`config.mk`:
```
export PLATFORM = sky130hd
export DESIGN_NAME = wincfg_bank
export DESIGN_NICKNAME = d
export VERILOG_FILES = /design/src/rtl/wincfg_pkg.sv /design/src/rtl/win_slot.sv /design/src/rtl/win_geom.sv /design/src/rtl/wincfg_bank.sv
export SDC_FILE = /design/constraint.sdc
export NUM_CORES = 2
export LEC_CHECK = 0
export BUFFER_PORTS_ARGS = -buffer_cell sky130_fd_sc_hd__buf_2
export CAP_MARGIN = 10
export CELL_PAD_IN_SITES_DETAIL_PLACEMENT = 1
export CELL_PAD_IN_SITES_GLOBAL_PLACEMENT = 1
export CORE_ASPECT_RATIO = 1.2
export CORE_MARGIN = 2
export CORE_UTILIZATION = 40
export DETAILED_ROUTE_END_ITERATION = 8
export PLACE_DENSITY = 0.87
export SYNTH_ARGS = -nofsm -noshare
export SYNTH_HDL_FRONTEND = slang
export SYNTH_SLANG_ARGS = --single-unit
```
`constraint.sdc`:
```
create_clock -name clk -period 5.6 [get_ports clk]
set_input_delay 0.28 -clock clk [delete_from_list [all_inputs] [get_ports clk]]
set_output_delay 0.28 -clock clk [all_outputs]
set_load 0.02 [all_outputs]
```
`src/rtl/wincfg_pkg.sv`:
```
package wincfg_pkg;
    parameter int NUM_WIN = 5;
    parameter int CW      = 11;
    parameter int AW      = 2 * CW;
    parameter int ADDR_W  = 8;
    parameter int DATA_W  = 32;

    localparam int GRP_W     = ADDR_W - 4;
    localparam int Y_LSB     = 16;
    localparam logic [3:0] OFS_CTRL = 4'h0;
    localparam logic [3:0] OFS_ORIG = 4'h4;
    localparam logic [3:0] OFS_EXT  = 4'h8;
    localparam logic [ADDR_W-1:0] PROT_ADDR = 8'h50;
    localparam logic [NUM_WIN-1:0] SIZE_MASK = 5'b00111;

    typedef struct packed {
        logic          en;
        logic [CW-1:0] x;
        logic [CW-1:0] y;
        logic [CW-1:0] w;
        logic [CW-1:0] h;
    } win_cfg_t;

    function automatic logic [CW-1:0] last_pix(input logic [CW-1:0] start,
                                               input logic [CW-1:0] len);
        logic [CW:0] sum;
        logic [CW:0] dec;
        sum = {1'b0, start} + {1'b0, len};
        dec = sum - 1'b1;
        return (sum == '0) ? '0 : dec[CW-1:0];
    endfunction
endpackage

```
`src/rtl/win_slot.sv`:
```
module win_slot
    import wincfg_pkg::*;
(
    input  logic              clk,
    input  logic              rst,
    input  logic              vsync,
    input  logic              prot,
    input  logic              wr_ctrl,
    input  logic              wr_orig,
    input  logic              wr_ext,
    input  logic [DATA_W-1:0] wdata,
    output win_cfg_t          pend,
    output win_cfg_t          act
);
    always_ff @(posedge clk) begin
        if (rst) begin
            pend <= '0;
            act  <= '0;
        end else begin
            if (vsync && !prot) act <= pend;
            if (wr_ctrl) pend.en <= wdata[0];
            if (wr_orig) begin
                pend.x <= wdata[CW-1:0];
                pend.y <= wdata[Y_LSB +: CW];
            end
            if (wr_ext) begin
                pend.w <= wdata[CW-1:0];
                pend.h <= wdata[Y_LSB +: CW];
            end
        end
    end


    act_hold_chk: assert property (@(posedge clk) disable iff (rst)
        (!$past(rst) && !$past(vsync)) |-> $stable(act));

    prot_hold_chk: assert property (@(posedge clk) disable iff (rst)
        (!$past(rst) && $past(vsync) && $past(prot)) |-> $stable(act));

    load_chk: assert property (@(posedge clk) disable iff (rst)
        (!$past(rst) && $past(vsync) && !$past(prot)) |-> (act == $past(pend)));
endmodule

```
`src/rtl/win_geom.sv`:
```
module win_geom
    import wincfg_pkg::*;
#(
    parameter bit HAS_SIZE = 1'b1
) (
    input  win_cfg_t      act,
    output logic          en,
    output logic [CW-1:0] tl_x,
    output logic [CW-1:0] tl_y,
    output logic [CW-1:0] br_x,
    output logic [CW-1:0] br_y,
    output logic [AW-1:0] area
);
    assign en   = act.en;
    assign tl_x = act.x;
    assign tl_y = act.y;
    assign br_x = last_pix(act.x, act.w);
    assign br_y = last_pix(act.y, act.h);

    generate
        if (HAS_SIZE) begin : g_area
            assign area = {{(AW-CW){1'b0}}, act.w} * {{(AW-CW){1'b0}}, act.h};
        end else begin : g_noarea
            assign area = '0;
        end
    endgenerate
endmodule

```
`src/rtl/wincfg_bank.sv`:
```
module wincfg_bank
    import wincfg_pkg::*;
(
    input  logic                  clk,
    input  logic                  rst,
    input  logic                  vsync,
    input  logic                  cfg_we,
    input  logic [ADDR_W-1:0]     cfg_addr,
    input  logic [DATA_W-1:0]     cfg_wdata,
    output logic [DATA_W-1:0]     cfg_rdata,
    output logic [NUM_WIN-1:0]    act_en,
    output logic [NUM_WIN*CW-1:0] act_tl_x,
    output logic [NUM_WIN*CW-1:0] act_tl_y,
    output logic [NUM_WIN*CW-1:0] act_br_x,
    output logic [NUM_WIN*CW-1:0] act_br_y,
    output logic [NUM_WIN*AW-1:0] act_area
);
    logic [NUM_WIN-1:0] prot_q;
    win_cfg_t           pend [NUM_WIN];
    win_cfg_t           act  [NUM_WIN];
    logic [GRP_W-1:0]   grp;
    logic [3:0]         ofs;
    logic               unused_wdata;

    assign grp = cfg_addr[ADDR_W-1:4];
    assign ofs = cfg_addr[3:0];
    assign unused_wdata = ^{cfg_wdata[DATA_W-1:Y_LSB+CW], cfg_wdata[Y_LSB-1:CW]};

    always_ff @(posedge clk) begin
        if (rst) prot_q <= '0;
        else if (cfg_we && cfg_addr == PROT_ADDR) prot_q <= cfg_wdata[NUM_WIN-1:0];
    end

    generate
        for (genvar i = 0; i < NUM_WIN; i++) begin : g_win
            logic hit;
            assign hit = cfg_we && (grp == GRP_W'(i));

            win_slot u_slot (
                .clk     (clk),
                .rst     (rst),
                .vsync   (vsync),
                .prot    (prot_q[i]),
                .wr_ctrl (hit && ofs == OFS_CTRL),
                .wr_orig (hit && ofs == OFS_ORIG),
                .wr_ext  (hit && ofs == OFS_EXT),
                .wdata   (cfg_wdata),
                .pend    (pend[i]),
                .act     (act[i])
            );

            win_geom #(.HAS_SIZE(SIZE_MASK[i])) u_geom (
                .act  (act[i]),
                .en   (act_en[i]),
                .tl_x (act_tl_x[i*CW +: CW]),
                .tl_y (act_tl_y[i*CW +: CW]),
                .br_x (act_br_x[i*CW +: CW]),
                .br_y (act_br_y[i*CW +: CW]),
                .area (act_area[i*AW +: AW])
            );
        end
    endgenerate

    always_comb begin
        cfg_rdata = '0;
        if (cfg_addr == PROT_ADDR) begin
            cfg_rdata[NUM_WIN-1:0] = prot_q;
        end else begin
            for (int i = 0; i < NUM_WIN; i++) begin
                if (grp == GRP_W'(i)) begin
                    case (ofs)
                        OFS_CTRL: cfg_rdata[0] = pend[i].en;
                        OFS_ORIG: begin
                            cfg_rdata[CW-1:0]      = pend[i].x;
                            cfg_rdata[Y_LSB +: CW] = pend[i].y;
                        end
                        OFS_EXT: begin
                            cfg_rdata[CW-1:0]      = pend[i].w;
                            cfg_rdata[Y_LSB +: CW] = pend[i].h;
                        end
                        default: cfg_rdata = '0;
                    endcase
                end
            end
        end
    end


    prot_wr_chk: assert property (@(posedge clk) disable iff (rst)
        (!$past(rst) && $past(cfg_we) && $past(cfg_addr) == PROT_ADDR)
        |-> (prot_q == $past(cfg_wdata[NUM_WIN-1:0])));
endmodule

```
==> results.toml <==
[status]
run_status = "finished with violations"
violations = "setup timing"

[worst_setup_path]
cp-endpoint = "act_area[19]"
critPathKind = "reg -> out"
cp_data_arrival_time_ns = 5.95
crit_path_start = "g_win[0].u_slot.act[2]"
crit_required_ns = 5.32
critPathLaunchType = "flop"
critPathMaxFanout = 5
crit_path_end_kind = "primary output"
ff2ff_setup_slack_ns = 4.00
r2r_end = "g_win[3].u_slot.act[18]"
r2r-start = "prot_q[3]"
reg2regPathDepth = 3

[floorplanning]
fp.dieW_um = 285
core_sq_mm = 0.0939
ioPinCount = 411
placementRows = 123
start_util = 0.404
die_area_sq_mm = 0.0972
fp.dieH_um = 341

[cts]
numCtsBuffers = 46
cts_tree = "done"
clkSlewWorstSetupHoldPaths_ns = 0.07
htreeDepth = 2
clock_latency_ns = 0.57
root_buffer = "clkbuf_16"
clockBufferDepth = 3
clkSinkCount = 455

[sta]
tns_ns = -6.73
hold_viol = 0
fin_ws_ns = -0.631
period_share = 1.11
rsz0062_at_grt = "yes"
finalSetupViolCount = 25
slew_headroom = 0.181
worst_pin_slew_ns = 1.22
post-route-min-period_ns = 6.23
skew_ns = 0.0177
slew_viol_final = 0
max_freq_mhz = 160

[logic_synthesis]
synth_flop_cell = "dfxtp_1"
ys_seq_elements = 455
yosysWarnings = 0
syn_inst = 4949
syn-cell-area_sq_mm = 0.0379
synth_edf_count = 0
ys_types = 82
ys_seq_area_frac = 0.240
avgSynthCellArea_sq_um = 7.66
synth-async-reset-ratio = 0

[routing]
ant_nets = 0
drt_pass1_iterations = 7
vias = 36400
first_iter_violations = 2396
via_per_inst = 5.64
wire_per_inst_um = 22.5
routed_wl_mm = 145
drc = 0

[grt]
grt_usage = 0.279
overflow = 0
grt_pass1_vias = 38000
grt_max_degree = 205
grt_pass1_wl_mm = 216
antenna_found_initial = 18

[power_and_ir_drop]
p_leak_nw = 20.2
vdd_ir_drop_max_mv = 0.182
powerDensity_mw_per_mm2 = 153

[finish]
drive_gt1_frac = 0.174
stdcell_count = 6453
area_growth_syn_to_layout_pct = 14.8
final_nets = 5762

[placement]
portBuffers = 346
dp_slack_ns = -0.339
dp_hpwl_mm = 103
gp_congestion = 0.901
dp_cells = 6275

[run]
max-cap-violations = 0

[worst_hold_path]
min_path_type = "in -> reg"
cells in the mapped netlist (11+ instances only):
library cell / count / area, sq um
nor3_1: 64 / 320
fa_1: 250 / 5000
or2_2: 16 / 100
nand3_1: 56 / 280
o21a_1: 31 / 233
nor4_1: 19 / 119
a21oi_1: 561 / 2810
a221oi_1: 27 / 236
buf_4: 169 / 1270
nand4_1: 12 / 75.1
inv_1: 376 / 1410
and2_1: 210 / 1310
mux2i_1: 19 / 190
xnor2_1: 103 / 902
ha_1: 300 / 3750
nor2b_1: 29 / 181
nand3b_1: 11 / 82.6
o31ai_1: 11 / 82.6
nand2b_1: 33 / 206
a22oi_1: 91 / 683
nor2_1: 217 / 815
clkbuf_1: 277 / 1040
o21bai_1: 15 / 113
a211oi_1: 18 / 135
dfxtp_1: 455 / 9110
o21ai_0: 97 / 485
xor2_1: 65 / 569
o22ai_1: 46 / 288
o211ai_1: 12 / 90.1
a21o_1: 54 / 405
or3_1: 22 / 138
nand2_1: 1148 / 4310
per-layer routing:
layer / share of wire / track usage / vias to the layer above
met4: 0.068 / 0.155 / 20
met2: 0.49 / 0.491 / 1350
met5: 0.00092 / 0 / -
li1: - / - / 16600
met3: 0.060 / 0.0399 / 498
met1: 0.38 / 0.327 / 18000
through the flow:
stage               utilization  cell area [sq um]  power [W]  hold slack, ns
floorplan                     -              38100    0.00355           0.424
global placement          0.427              40100    0.00363           0.443
detailed placement        0.427              40100    0.00363           0.453
CTS                       0.456              42800    0.00664           0.124
global route              0.463              43500    0.00681           0.153
finish                    0.463              43500    0.00664           0.136
power by group:
group          total (W)  internal [W]  switching [W]
combinational   0.000322     0.0000462       0.000276
sequential       0.00322       0.00322     0.00000314
clock            0.00309       0.00177        0.00132
kinds of logic after synthesis:
family                   count (synthesis)  share of synthesized area
AO/OA/AOI/OAI                         1036                      0.163
other                                    1                  0.0000990
flip-flops                             455                      0.240
buffers and inverters                  826                     0.0986
multiplexers                            22                    0.00591
adder cells (fa/ha/maj)                550                      0.231
XOR/XNOR                               168                     0.0388
AND/OR/NAND/NOR                       1891                      0.222
critical path: stages (launching register included):
cell	delay, ns
dfxtp_4	0.41
buf_6	0.12
nand2_1	0.07
fa_1	0.60
inv_1	0.14
fa_1	0.56
fa_1	0.57
fa_1	0.53
inv_1	0.13
fa_1	0.43
inv_1	0.11
ha_4	0.23
o21a_1	0.19
o21ai_0	0.15
nand2b_1	0.09
a21o_1	0.20
o41ai_4	0.06
buf_4	0.18
o21ba_4	0.14
o21ai_2	0.06
xor2_1	0.21
buf_4	0.18
state kept, by name (all words and copies together), names as in the netlist:
signal / cells
prot_q: 5
g_win.u_slot.pend: 225
g_win.u_slot.act: 225
cell usage in the layout (no fill, tap or decap), types with 27 or more instances in the layout:
master	count
o21a_1	31
buf_2	318
conb_1	54
xnor2_1	97
a21o_1	54
o21ai_0	82
nor2_1	213
xor2_1	64
nand2_1	1122
fa_1	229
dfxtp_1	402
and2_1	197
buf_4	206
nand3_1	52
ha_1	277
a221oi_1	27
nor3_1	62
a21oi_1	539
inv_1	350
nand2b_1	32
o22ai_1	46
buf_6	38
dfxtp_4	42
clkbuf_16	47
a22oi_1	91
repair_timing:
item / CTS / global route
endpoints found under the setup margin: 35 / 34
hold buffers: 0 / 0
setup buffers: 63 / 39
pin swaps: 85 / 77
endpoints found under the hold margin: 0 / 0
resized for setup: 235 / 135
worst min path at each step:
stage / from / end / slack, ns / depth (start not counted)
CTS: cfg_wdata[24] / g_win[4].u_slot.pend[30] / 0.12 / 3
global placement: g_win[3].u_slot.act[44] / g_win[3].u_slot.act[44] / 0.44 / 2
floorplan: cfg_wdata[0] / g_win[0].u_slot.pend[44] / 0.42 / 2
finish: cfg_wdata[17] / g_win[3].u_slot.pend[1] / 0.14 / 3
detailed placement: g_win[1].u_slot.act[44] / g_win[1].u_slot.act[44] / 0.45 / 2
global route: cfg_wdata[17] / g_win[3].u_slot.pend[23] / 0.15 / 3
final cells by class:
type,count,area [sq um]
Fill cell,11600,50400
Inverter,376,1410
Clock buffer,63,1280
Sequential cell,455,9280
Multi-Input combinational cell,3721,26100
Antenna cell,5,12.5
Clock inverter,15,181
Tap cell,1250,1560
Timing Repair Buffer,568,3680
Power figures use the tool's default switching activity.
